File: config.mk
export PLATFORM = sky130hd
export DESIGN_NAME = sample_burst_fifo
export DESIGN_NICKNAME = d
export VERILOG_FILES = /design/src/rtl/sbf_pkg.sv /design/src/rtl/sbf_store.sv /design/src/rtl/sbf_ctrl.sv /design/src/rtl/sbf_irq.sv /design/src/rtl/sample_burst_fifo.sv
export SDC_FILE = /design/constraint.sdc
export NUM_CORES = 2
export LEC_CHECK = 0
export ABC_CLOCK_PERIOD_IN_PS = 3150
export BUFFER_PORTS_ARGS = -buffer_cell sky130_fd_sc_hd__buf_2
export CAP_MARGIN = 0
export CORE_AREA = 2 2 431 433
export CTS_CLUSTER_DIAMETER = 150
export DETAILED_ROUTE_END_ITERATION = 12
export DIE_AREA = 0 0 433 435
export PLACE_DENSITY_LB_ADDON = 0.12
export SLEW_MARGIN = 5
export SYNTH_ARGS = -nofsm -noshare
export SYNTH_HDL_FRONTEND = slang
export SYNTH_SLANG_ARGS = --single-unit
File: constraint.sdc
create_clock -name clk -period 3.15 [get_ports clk]
set_input_delay 0.63 -clock clk [delete_from_list [all_inputs] [get_ports clk]]
set_output_delay 0.63 -clock clk [all_outputs]
set_load 0.005 [all_outputs]
File: src/rtl/sbf_pkg.sv
// Package: shared types and helpers for the burst-read sample FIFO.
// Assumes: thresholds and depths fit in 32 bits.
package sbf_pkg;

    // Encoding of the accepted operations in one cycle: {pop, push}.
    typedef enum logic [1:0] {
        OP_IDLE = 2'b00,
        OP_PUSH = 2'b01,
        OP_POP  = 2'b10,
        OP_BOTH = 2'b11
    } sbf_op_e;

    // Map a programmed threshold onto the level actually compared.
    function automatic int unsigned sbf_limit(input int unsigned thr, input int unsigned depth);
        return ((thr == 0) || (thr > depth)) ? depth : thr;
    endfunction

endpackage

File: src/rtl/sbf_store.sv
// Module: word storage with a registered read port.
// Assumes: the controller never asserts wr_en when full or rd_en when empty,
// and addresses stay below DEPTH.
module sbf_store #(
    parameter int unsigned DEPTH  = 256,
    parameter int unsigned WORD_W = 9,
    parameter int unsigned AW     = $clog2(DEPTH)
) (
    input  logic              clk,
    input  logic              rst_n,
    input  logic              wr_en,
    input  logic [AW-1:0]     wr_addr,
    input  logic [WORD_W-1:0] wr_word,
    input  logic              rd_en,
    input  logic [AW-1:0]     rd_addr,
    output logic [WORD_W-1:0] rd_word
);

    logic [WORD_W-1:0] mem [DEPTH];

    // Write the incoming word at the write pointer.
    always_ff @(posedge clk) begin
        if (wr_en) begin
            mem[wr_addr] <= wr_word;
        end
    end

    // Register the oldest word on an accepted read; hold otherwise.
    always_ff @(posedge clk) begin
        if (!rst_n) begin
            rd_word <= '0;
        end else if (rd_en) begin
            rd_word <= mem[rd_addr];
        end
    end

endmodule

File: src/rtl/sbf_ctrl.sv
// Module: pointer, occupancy and error-flag control.
// Assumes: DEPTH >= 2. A write when full is dropped even with a read in the
// same cycle. A read when empty is not accepted.
module sbf_ctrl #(
    parameter int unsigned DEPTH = 256,
    parameter int unsigned AW    = $clog2(DEPTH),
    parameter int unsigned CW    = $clog2(DEPTH + 1)
) (
    input  logic          clk,
    input  logic          rst_n,
    input  logic          wr_valid,
    input  logic          rd_strobe,
    output logic          wr_en,
    output logic          rd_en,
    output logic [AW-1:0] wptr,
    output logic [AW-1:0] rptr,
    output logic [CW-1:0] count,
    output logic          empty,
    output logic          overflow,
    output logic          underflow
);
    import sbf_pkg::*;

    logic          is_full;
    logic [AW-1:0] wptr_nx;
    logic [AW-1:0] rptr_nx;
    sbf_op_e       op;

    // Decode acceptance of this cycle's requests from the stored count.
    always_comb begin
        is_full = (count == CW'(DEPTH));
        empty   = (count == '0);
        wr_en   = wr_valid && !is_full;
        rd_en   = rd_strobe && !empty;
        op      = sbf_op_e'({rd_en, wr_en});
    end

    // Pointer advance: natural wrap for a power-of-two depth, compare otherwise.
    if ((DEPTH & (DEPTH - 1)) == 0) begin : g_pow2
        assign wptr_nx = wptr + AW'(1);
        assign rptr_nx = rptr + AW'(1);
    end else begin : g_wrap
        assign wptr_nx = (wptr == AW'(DEPTH - 1)) ? '0 : wptr + AW'(1);
        assign rptr_nx = (rptr == AW'(DEPTH - 1)) ? '0 : rptr + AW'(1);
    end

    // Move the pointers and the occupancy count by the accepted operations.
    always_ff @(posedge clk) begin
        if (!rst_n) begin
            wptr  <= '0;
            rptr  <= '0;
            count <= '0;
        end else begin
            if (wr_en) wptr <= wptr_nx;
            if (rd_en) rptr <= rptr_nx;
            case (op)
                OP_PUSH: count <= count + CW'(1);
                OP_POP:  count <= count - CW'(1);
                default: count <= count;
            endcase
        end
    end

    // Sticky error flags, cleared only by reset.
    always_ff @(posedge clk) begin
        if (!rst_n) begin
            overflow  <= 1'b0;
            underflow <= 1'b0;
        end else begin
            if (wr_valid && is_full) overflow  <= 1'b1;
            if (rd_strobe && empty)  underflow <= 1'b1;
        end
    end

endmodule

File: src/rtl/sbf_irq.sv
// Module: threshold register, almost-full compare and interrupt request.
// Assumes: count never exceeds DEPTH. On the same cycle, a rising almost-full
// takes priority over the clearing read strobe.
module sbf_irq #(
    parameter int unsigned DEPTH = 256,
    parameter int unsigned CW    = $clog2(DEPTH + 1)
) (
    input  logic          clk,
    input  logic          rst_n,
    input  logic          thr_we,
    input  logic [CW-1:0] thr_value,
    input  logic [CW-1:0] count,
    input  logic          rd_strobe,
    output logic          almost_full,
    output logic          irq
);
    import sbf_pkg::*;

    logic [CW-1:0] thr_q;
    logic [CW-1:0] limit;
    logic          af_prev;

    // Hold the software-programmed threshold.
    always_ff @(posedge clk) begin
        if (!rst_n) begin
            thr_q <= '0;
        end else if (thr_we) begin
            thr_q <= thr_value;
        end
    end

    // Compare the occupancy against the effective threshold.
    always_comb begin
        limit       = CW'(sbf_limit(32'(thr_q), DEPTH));
        almost_full = (count >= limit);
    end

    // Track the previous flag value and raise or drop the request.
    always_ff @(posedge clk) begin
        if (!rst_n) begin
            af_prev <= 1'b0;
            irq     <= 1'b0;
        end else begin
            af_prev <= almost_full;
            if (almost_full && !af_prev) begin
                irq <= 1'b1;
            end else if (rd_strobe) begin
                irq <= 1'b0;
            end
        end
    end

endmodule

File: src/rtl/sample_burst_fifo.sv
// Module: top of the burst-read sample FIFO.
// Assumes: a single clock domain. The host drains in bursts started by irq.
// Word layout is {tag, sample} and is carried through unchanged.
module sample_burst_fifo #(
    parameter int unsigned DEPTH  = 256,
    parameter int unsigned DATA_W = 8,
    parameter int unsigned TAG_W  = 1
) (
    input  logic                       clk,
    input  logic                       rst_n,
    input  logic                       wr_valid,
    input  logic [DATA_W+TAG_W-1:0]    wr_word,
    input  logic                       rd_strobe,
    output logic [DATA_W+TAG_W-1:0]    rd_word,
    input  logic                       thr_we,
    input  logic [$clog2(DEPTH+1)-1:0] thr_value,
    output logic                       almost_full,
    output logic                       empty,
    output logic                       overflow,
    output logic                       underflow,
    output logic                       irq
);
    localparam int unsigned WORD_W = DATA_W + TAG_W;
    localparam int unsigned AW     = $clog2(DEPTH);
    localparam int unsigned CW     = $clog2(DEPTH + 1);

    logic          wr_en;
    logic          rd_en;
    logic [AW-1:0] wptr;
    logic [AW-1:0] rptr;
    logic [CW-1:0] occ;

    sbf_ctrl #(.DEPTH(DEPTH), .AW(AW), .CW(CW)) u_ctrl (
        .clk       (clk),
        .rst_n     (rst_n),
        .wr_valid  (wr_valid),
        .rd_strobe (rd_strobe),
        .wr_en     (wr_en),
        .rd_en     (rd_en),
        .wptr      (wptr),
        .rptr      (rptr),
        .count     (occ),
        .empty     (empty),
        .overflow  (overflow),
        .underflow (underflow)
    );

    sbf_store #(.DEPTH(DEPTH), .WORD_W(WORD_W), .AW(AW)) u_store (
        .clk     (clk),
        .rst_n   (rst_n),
        .wr_en   (wr_en),
        .wr_addr (wptr),
        .wr_word (wr_word),
        .rd_en   (rd_en),
        .rd_addr (rptr),
        .rd_word (rd_word)
    );

    sbf_irq #(.DEPTH(DEPTH), .CW(CW)) u_irq (
        .clk         (clk),
        .rst_n       (rst_n),
        .thr_we      (thr_we),
        .thr_value   (thr_value),
        .count       (occ),
        .rd_strobe   (rd_strobe),
        .almost_full (almost_full),
        .irq         (irq)
    );

endmodule

==> Word-level counts from Yosys, hierarchy flattened <==
Memory sizes are Yosys's and may differ from the RTL's. A register that Yosys moved wholly into a read port is not among the register bits.
Cells that the tools add are included.
{ "word_totals": {"regBits": 38, "ram_bits": 2304, "inputBits": 23, "wordCells": 38, "n_memories": 1} }
{ "op_classes": {"add_sub_neg": 4, "order_cmp": 2, "n_eq_ne": 3, "muxes": 6, "n_reduce_logical": 14} }
{ "mem_list": {"columns": ["name", "depth", "width", "rd", "rd_ports_with_merged_regs", "wr", "line_no", "text"], "rows": [
  ["u_store.mem", 256, 9, 1, 1, 1, "sbf_store.sv:19", "logic [WORD_W-1:0] mem [DEPTH];"]
]} }
{ "op_table": {"columns": ["cell", "count"], "rows": [
  ["9-bit zero test", 2],
  ["9-bit case mux with 2 select lines", 1],
  ["8-bit by 1-bit adder with 8-bit output (second input constant)", 2],
  ["9-bit by 1-bit adder with 9-bit output (second input constant)", 1],
  ["9-bit == test (second input constant)", 1],
  ["9-bit >= comparator", 1],
  ["9-bit > comparator (second input constant)", 1],
  ["9-bit two-way mux", 1],
  ["9-bit by 1-bit subtractor with 9-bit output (second input constant)", 1],
  ["1-bit logical AND", 5],
  ["1-bit zero test", 4],
  ["1-bit two-way mux", 4],
  ["2-bit nonzero test", 2],
  ["2-bit by 1-bit == test with 1-bit output (second input constant)", 1],
  ["2-bit == test (second input constant)", 1],
  ["1-bit logical OR", 1]
]} }

==> Logic depth before layout (Yosys ltp) <==
{ "logic_depth": {"ltp_word": 6, "mapped_depth": 13} }

==> Modules after synthesis <==
Synthesis repeated with hierarchy kept, for this count alone.
{ "hier_totals": {"hier_cells": 4549, "area_unflattened_um2": 92337.3} }
{ "by_module_without_submodules": {"columns": ["mod", "instances", "cells_each", "area_per_inst_um2", "seq_area_each_um2"], "rows": [
  ["sbf_store", 1, 4304, 90108.9, 69366.5],
  ["sbf_ctrl", 1, 171, 1549.0, 540.5],
  ["sbf_irq", 1, 74, 679.4, 220.2]
]} }

==> Worst setup path after synthesis <==
OpenSTA, ideal clock, no wires.
{ "synth_timing": {"kind": "register to register", "start": "register u_ctrl.count[0]", "end": "register u_ctrl.count[8]", "arrival_time_ns": 3.308, "required_time_ns": 3.078, "slack_ns": -0.229, "stages_incl_launch_ff": 14, "n_path_buf": 1, "cell_sequence": "dfxtp_1 -> nor4_1 -> a31o_2 -> inv_1 -> clkbuf_1 -> ha_1 -> fa_1 -> a21o_1 -> a21oi_1 -> o21bai_1 -> a2111oi_0 -> nor3_1 -> mux2i_1 -> mux2i_1"} }
{ "synth_via": {"elab_chain_len": 5, "elab_cells_between_ends": 12, "classes_between": "2 x add/sub; 3 x eq/ne; 1 x mux; 6 x reduce/logical"} }
{ "synth_lines": {"columns": ["element", "line_no", "text"], "rows": [
  ["start: declaration", "sbf_ctrl.sv:17", "output logic [CW-1:0] count,"],
  ["start signal: assignment", "sbf_ctrl.sv:57", "OP_PUSH: count <= count + CW'(1);"],
  ["start signal: assignment", "sbf_ctrl.sv:58", "OP_POP: count <= count - CW'(1);"],
  ["start signal: assignment", "sbf_ctrl.sv:59", "default: count <= count;"],
  ["9-bit zero test (*)", "sbf_ctrl.sv:32", "empty = (count == '0);"],
  ["1-bit zero test (*)", "sbf_ctrl.sv:34", "rd_en = rd_strobe && !empty;"],
  ["1-bit logical AND (*)", "sbf_ctrl.sv:34", null],
  ["named net rd_en", "sample_burst_fifo.sv:28", "logic rd_en;"],
  ["2-bit == test / 2-bit by 1-bit == test with 1-bit output (equally long branches)", "sbf_ctrl.sv:56", "case (op)"],
  ["9-bit case mux with 2 select lines / 2-bit nonzero test (equally long branches)", null, null]
]} }
The timed path passes the listed nets; every way through them passes the cells marked *.
A chain may end at the register's enable or synchronous reset.

==> Final worst setup path <==
{ "layout_timing": {"start": "register u_irq.thr_q[0]", "end": "output port almost_full"} }
{ "layout_via": {"elab_chain_len": 4, "elab_cells_between_ends": 5, "classes_between": "2 x order compare; 1 x mux; 2 x reduce/logical"} }
{ "layout_lines": {"columns": ["element", "line_no", "text"], "rows": [
  ["start: declaration", "sbf_irq.sv:19", "logic [CW-1:0] thr_q;"],
  ["start signal: assignment", "sbf_irq.sv:28", "thr_q <= thr_value;"],
  ["9-bit > comparator / 9-bit zero test (equally long branches)", "sbf_pkg.sv:15", "return ((thr == 0) || (thr > depth)) ? depth : thr;"],
  ["1-bit logical OR", "sbf_pkg.sv:15", null],
  ["9-bit two-way mux (*)", "sbf_pkg.sv:15", null],
  ["9-bit >= comparator (*)", "sbf_irq.sv:35", "almost_full = (count >= limit);"],
  ["end: declaration", "sample_burst_fifo.sv:17", "output logic almost_full,"]
]} }
Every way passes the cells marked *; elsewhere a longest branch is shown, timed or not.

==> impl_metrics.toml <==
[run]
max-cap-violations = 0

[sta]
hold_viol = 0
fin_setup_tns_ns = -0.5225
fin_ws_ns = -0.5225
fin_worst_skew_ns = 0.05376
maxSlewHeadroom_pct = 26.87
worst_pin_slew_ns = 1.093
final-setup-viol-count = 1
rsz0062_at_grt = "yes"
fin_crit_ns = 3.673
max_freq_ghz = 0.2723
drv_slew = 0
finalCritPeriodShare_pct = 116.6

[placed_design]
gp_congestion = 0.8641
place_hpwl_mm = 169.1
portBuffers = 36

[worst_setup_path]
crit_required_ns = 2.52
setup.worst_path.class = "flop to output pin"
critPathSlowestCell = "dfxtp_4"
cp_data_arrival_time_ns = 3.04
start_kind = "flop"
slowest_delay_ns = 0.36
cp-end-kind = "output pin"
path_cells = "nor4_4, nand2_1, ha_4, buf_4, nand2b_4, ha_2, o21a_1, o21ai_1, nor2_1, a21oi_2, inv_1, buf_2"
crit_fanout = 4

[clock_network]
htree_levels = 4
clkSinkCount = 2351
clkLatencyLatePin_ns = 0.88
clk_pin_slew_ns = 0.06
root_buffer = "clkbuf_16"
cts_made_buffers = 232
cts_tree = "yes"
cts.path.max_buffers = 3

[synth]
synth_area_per_cell_um2 = 20.57
syn_inst = 4451
mappedNetlistArea_mm2 = 0.09157
synth-seq-cells = 2351
seq_area_frac_synth_pct = 76.58
synth_nets = 4498
synth_cell_types = 70
synth_warnings = 0
synthFlopType = "edfxtp_1"
synthArstFlopShare_pct = 0
synth_edf_count = 2304

[floorplanning]
io_pins = 37
die-area_mm2 = 0.1884
core_mm2 = 0.1840
row_count = 158
die_h_um = 435
die_w_um = 433
initial_utilization_pct = 49.75

[global_route]
track_usage_pct = 27.60
grt_pass1_wl_mm = 364.9
antenna_found_initial = 7
grt_max_degree = 105
grt_pass1_vias = 47971
gr-total-overflow = 0

[outcome]
status = "complete, but fails checks"
violations = "setup timing"

[power_and_ir_drop]
power_density_mw_per_mm2 = 711.6
vdd_drop_max_mv = 0.5135
leakagePower_nw = 34.29

[detailed_routing]
vias = 48297
routed_wl_mm = 260.4
drt_iter0_markers = 6732
drc = 0
ant_nets = 0
wl_per_cell_um = 33.25
first_pass_iters = 6
via_per_inst = 6.167

[layout]
nets = 5204
syn_to_final_growth_pct = 17.41
drive_above_1_share_pct = 30.48
multi_input_area_mm2 = 0.02025
fillerInstances = 13521
ff_latch_area_mm2 = 0.07015
utilization_pct = 58.41

[hold_path]
hold_path.class = "input pin to flop"
per-stage QoR:
stage,cell area (um^2),total power (W),hold WS [ns],setup slack [ns],std cells
6_report,107500,0.07650,0.06151,-0.5225,7831
5_1_grt,107500,0.07883,0.06270,-0.6741,7828
4_1_cts,107200,0.07676,0.01125,-0.6676,7822
3_5_place_dp,99620,0.04985,0.4477,-0.1645,7384
3_3_place_gp,99620,0.04982,0.4454,-0.1367,7384
2_1_floorplan,91590,0.04441,0.4644,0.01718,4451
worst max-delay path: cells and delay by family, from the launching register on:
kind | cells | cell delay [ns]
buf+inv | 3 | 0.28
flops | 1 | 0.36
compound gates | 3 | 0.42
simple gates | 4 | 0.57
fa+ha+maj | 2 | 0.54
power by group:
part / switching [W] / leakage (nW) / total [W] / internal, W
clock network: 0.0117 / 3.60 / 0.0270 / 0.0152
registers: 0.000227 / 21.1 / 0.0347 / 0.0345
logic: 0.00771 / 9.60 / 0.0148 / 0.00711
total: 0.0197 / 34.3 / 0.0765 / 0.0569
per-layer routing:
metal / vias up / share of wire, % / track usage [%]
met4: 4 / 3.3 / 8.691
met5: - / 0.010 / 0
li1: 19931 / - / -
met3: 376 / 7.5 / 4.340
met2: 2206 / 48 / 43.82
met1: 25780 / 41 / 39.63
logic make-up after synthesis:
logic type / after synthesis / synth area share, %
flip-flops: 2351 / 76.58
XOR/XNOR: 18 / 0.1722
adder cells (fa/ha/maj): 24 / 0.3361
AO/OA/AOI/OAI: 450 / 3.449
buffers and inverters: 283 / 1.686
AND/OR/NAND/NOR: 612 / 2.946
multiplexers: 713 / 14.83
cell usage in the layout (no fill, tap or decap), types with 14 or more instances in the layout:
cell       netlist  layout
edfxtp_1      2304    2304
clkinv_1         2      48
ha_1            23      17
buf_4           30     612
xnor2_1         16      16
and2_1          24      22
a221oi_1        39      37
dfxtp_1         47      37
o221ai_1        16      16
buf_2           59      27
o21ai_0         53      49
a22oi_1         90      90
clkinv_2         0      50
nand4_1         14      14
nand2_1        117     117
inv_1           15      15
clkbuf_16        0     239
a21oi_1         88      84
clkbuf_1       116      57
mux2i_1        195     195
a211oi_1        15      14
buf_12           2      70
a22o_1          25      25
nor2_1         305     303
bufinv_16        0      18
nand3_1         53      40
o22ai_1         30      30
mux4_2         504     504
nor2b_1         37      33
what timing repair did:
| item | CTS | global route |
|---|---|---|
| hold endpoints to repair | 9 | 0 |
| hold buffers | 9 | 0 |
| buffers inserted | 3 | 4 |
| gates cloned | 1 | 2 |
| resized for setup | 16 | 37 |
| setup endpoints to repair | 5 | 9 |
| pin swaps | 11 | 9 |
Yosys cell counts, types with 14 or more instances:
master	instances	share of area, %
a211oi_1	15	0.12
a21oi_1	88	0.48
a221oi_1	39	0.37
a22o_1	25	0.24
a22oi_1	90	0.74
and2_1	24	0.16
buf_1	24	0.098
buf_2	59	0.32
buf_4	30	0.25
buf_6	32	0.39
clkbuf_1	116	0.48
dfxtp_1	47	1.0
edfxtp_1	2304	76
ha_1	23	0.31
inv_1	15	0.061
mux2i_1	195	2.1
mux4_2	504	12
nand2_1	117	0.48
nand3_1	53	0.29
nand4_1	14	0.096
nor2_1	305	1.3
nor2b_1	37	0.25
nor3_1	16	0.087
nor4_1	14	0.096
o21ai_0	53	0.29
o221ai_1	16	0.15
o22ai_1	30	0.20
xnor2_1	16	0.15
path summary, 6_finish.rpt:
kind                    from                 end  slack [ns]  cells after the start
max           u_irq.thr_q[0]         almost_full       -0.52                     12
min             thr_value[6]      u_irq.thr_q[6]        0.06                      3
max reg2reg   u_ctrl.rptr[1]  u_store.rd_word[0]        0.04                     11
min reg2reg  u_ctrl.overflow     u_ctrl.overflow        0.46                      1
state kept, by name, summed over array words and instances, names as in the netlist:
name              count
u_irq.thr_q           9
u_ctrl.underflow      1
u_irq.irq             1
u_store.mem        2304
u_ctrl.overflow       1
u_store.rd_word       9
u_ctrl.wptr           8
u_irq.af_prev         1
u_ctrl.count          9
u_ctrl.rptr           8
cell type report:
class,instances,area share [%]
tap,2480,2.886
multi-input combinational,1817,18.84
clock inverter,130,1.116
clock buffer,295,5.728
antenna,3,0.006983
timing repair buffer,737,6.112
sequential,2351,65.25
inverter,18,0.06401
No activity file was read; power rests on OpenSTA's default activity.
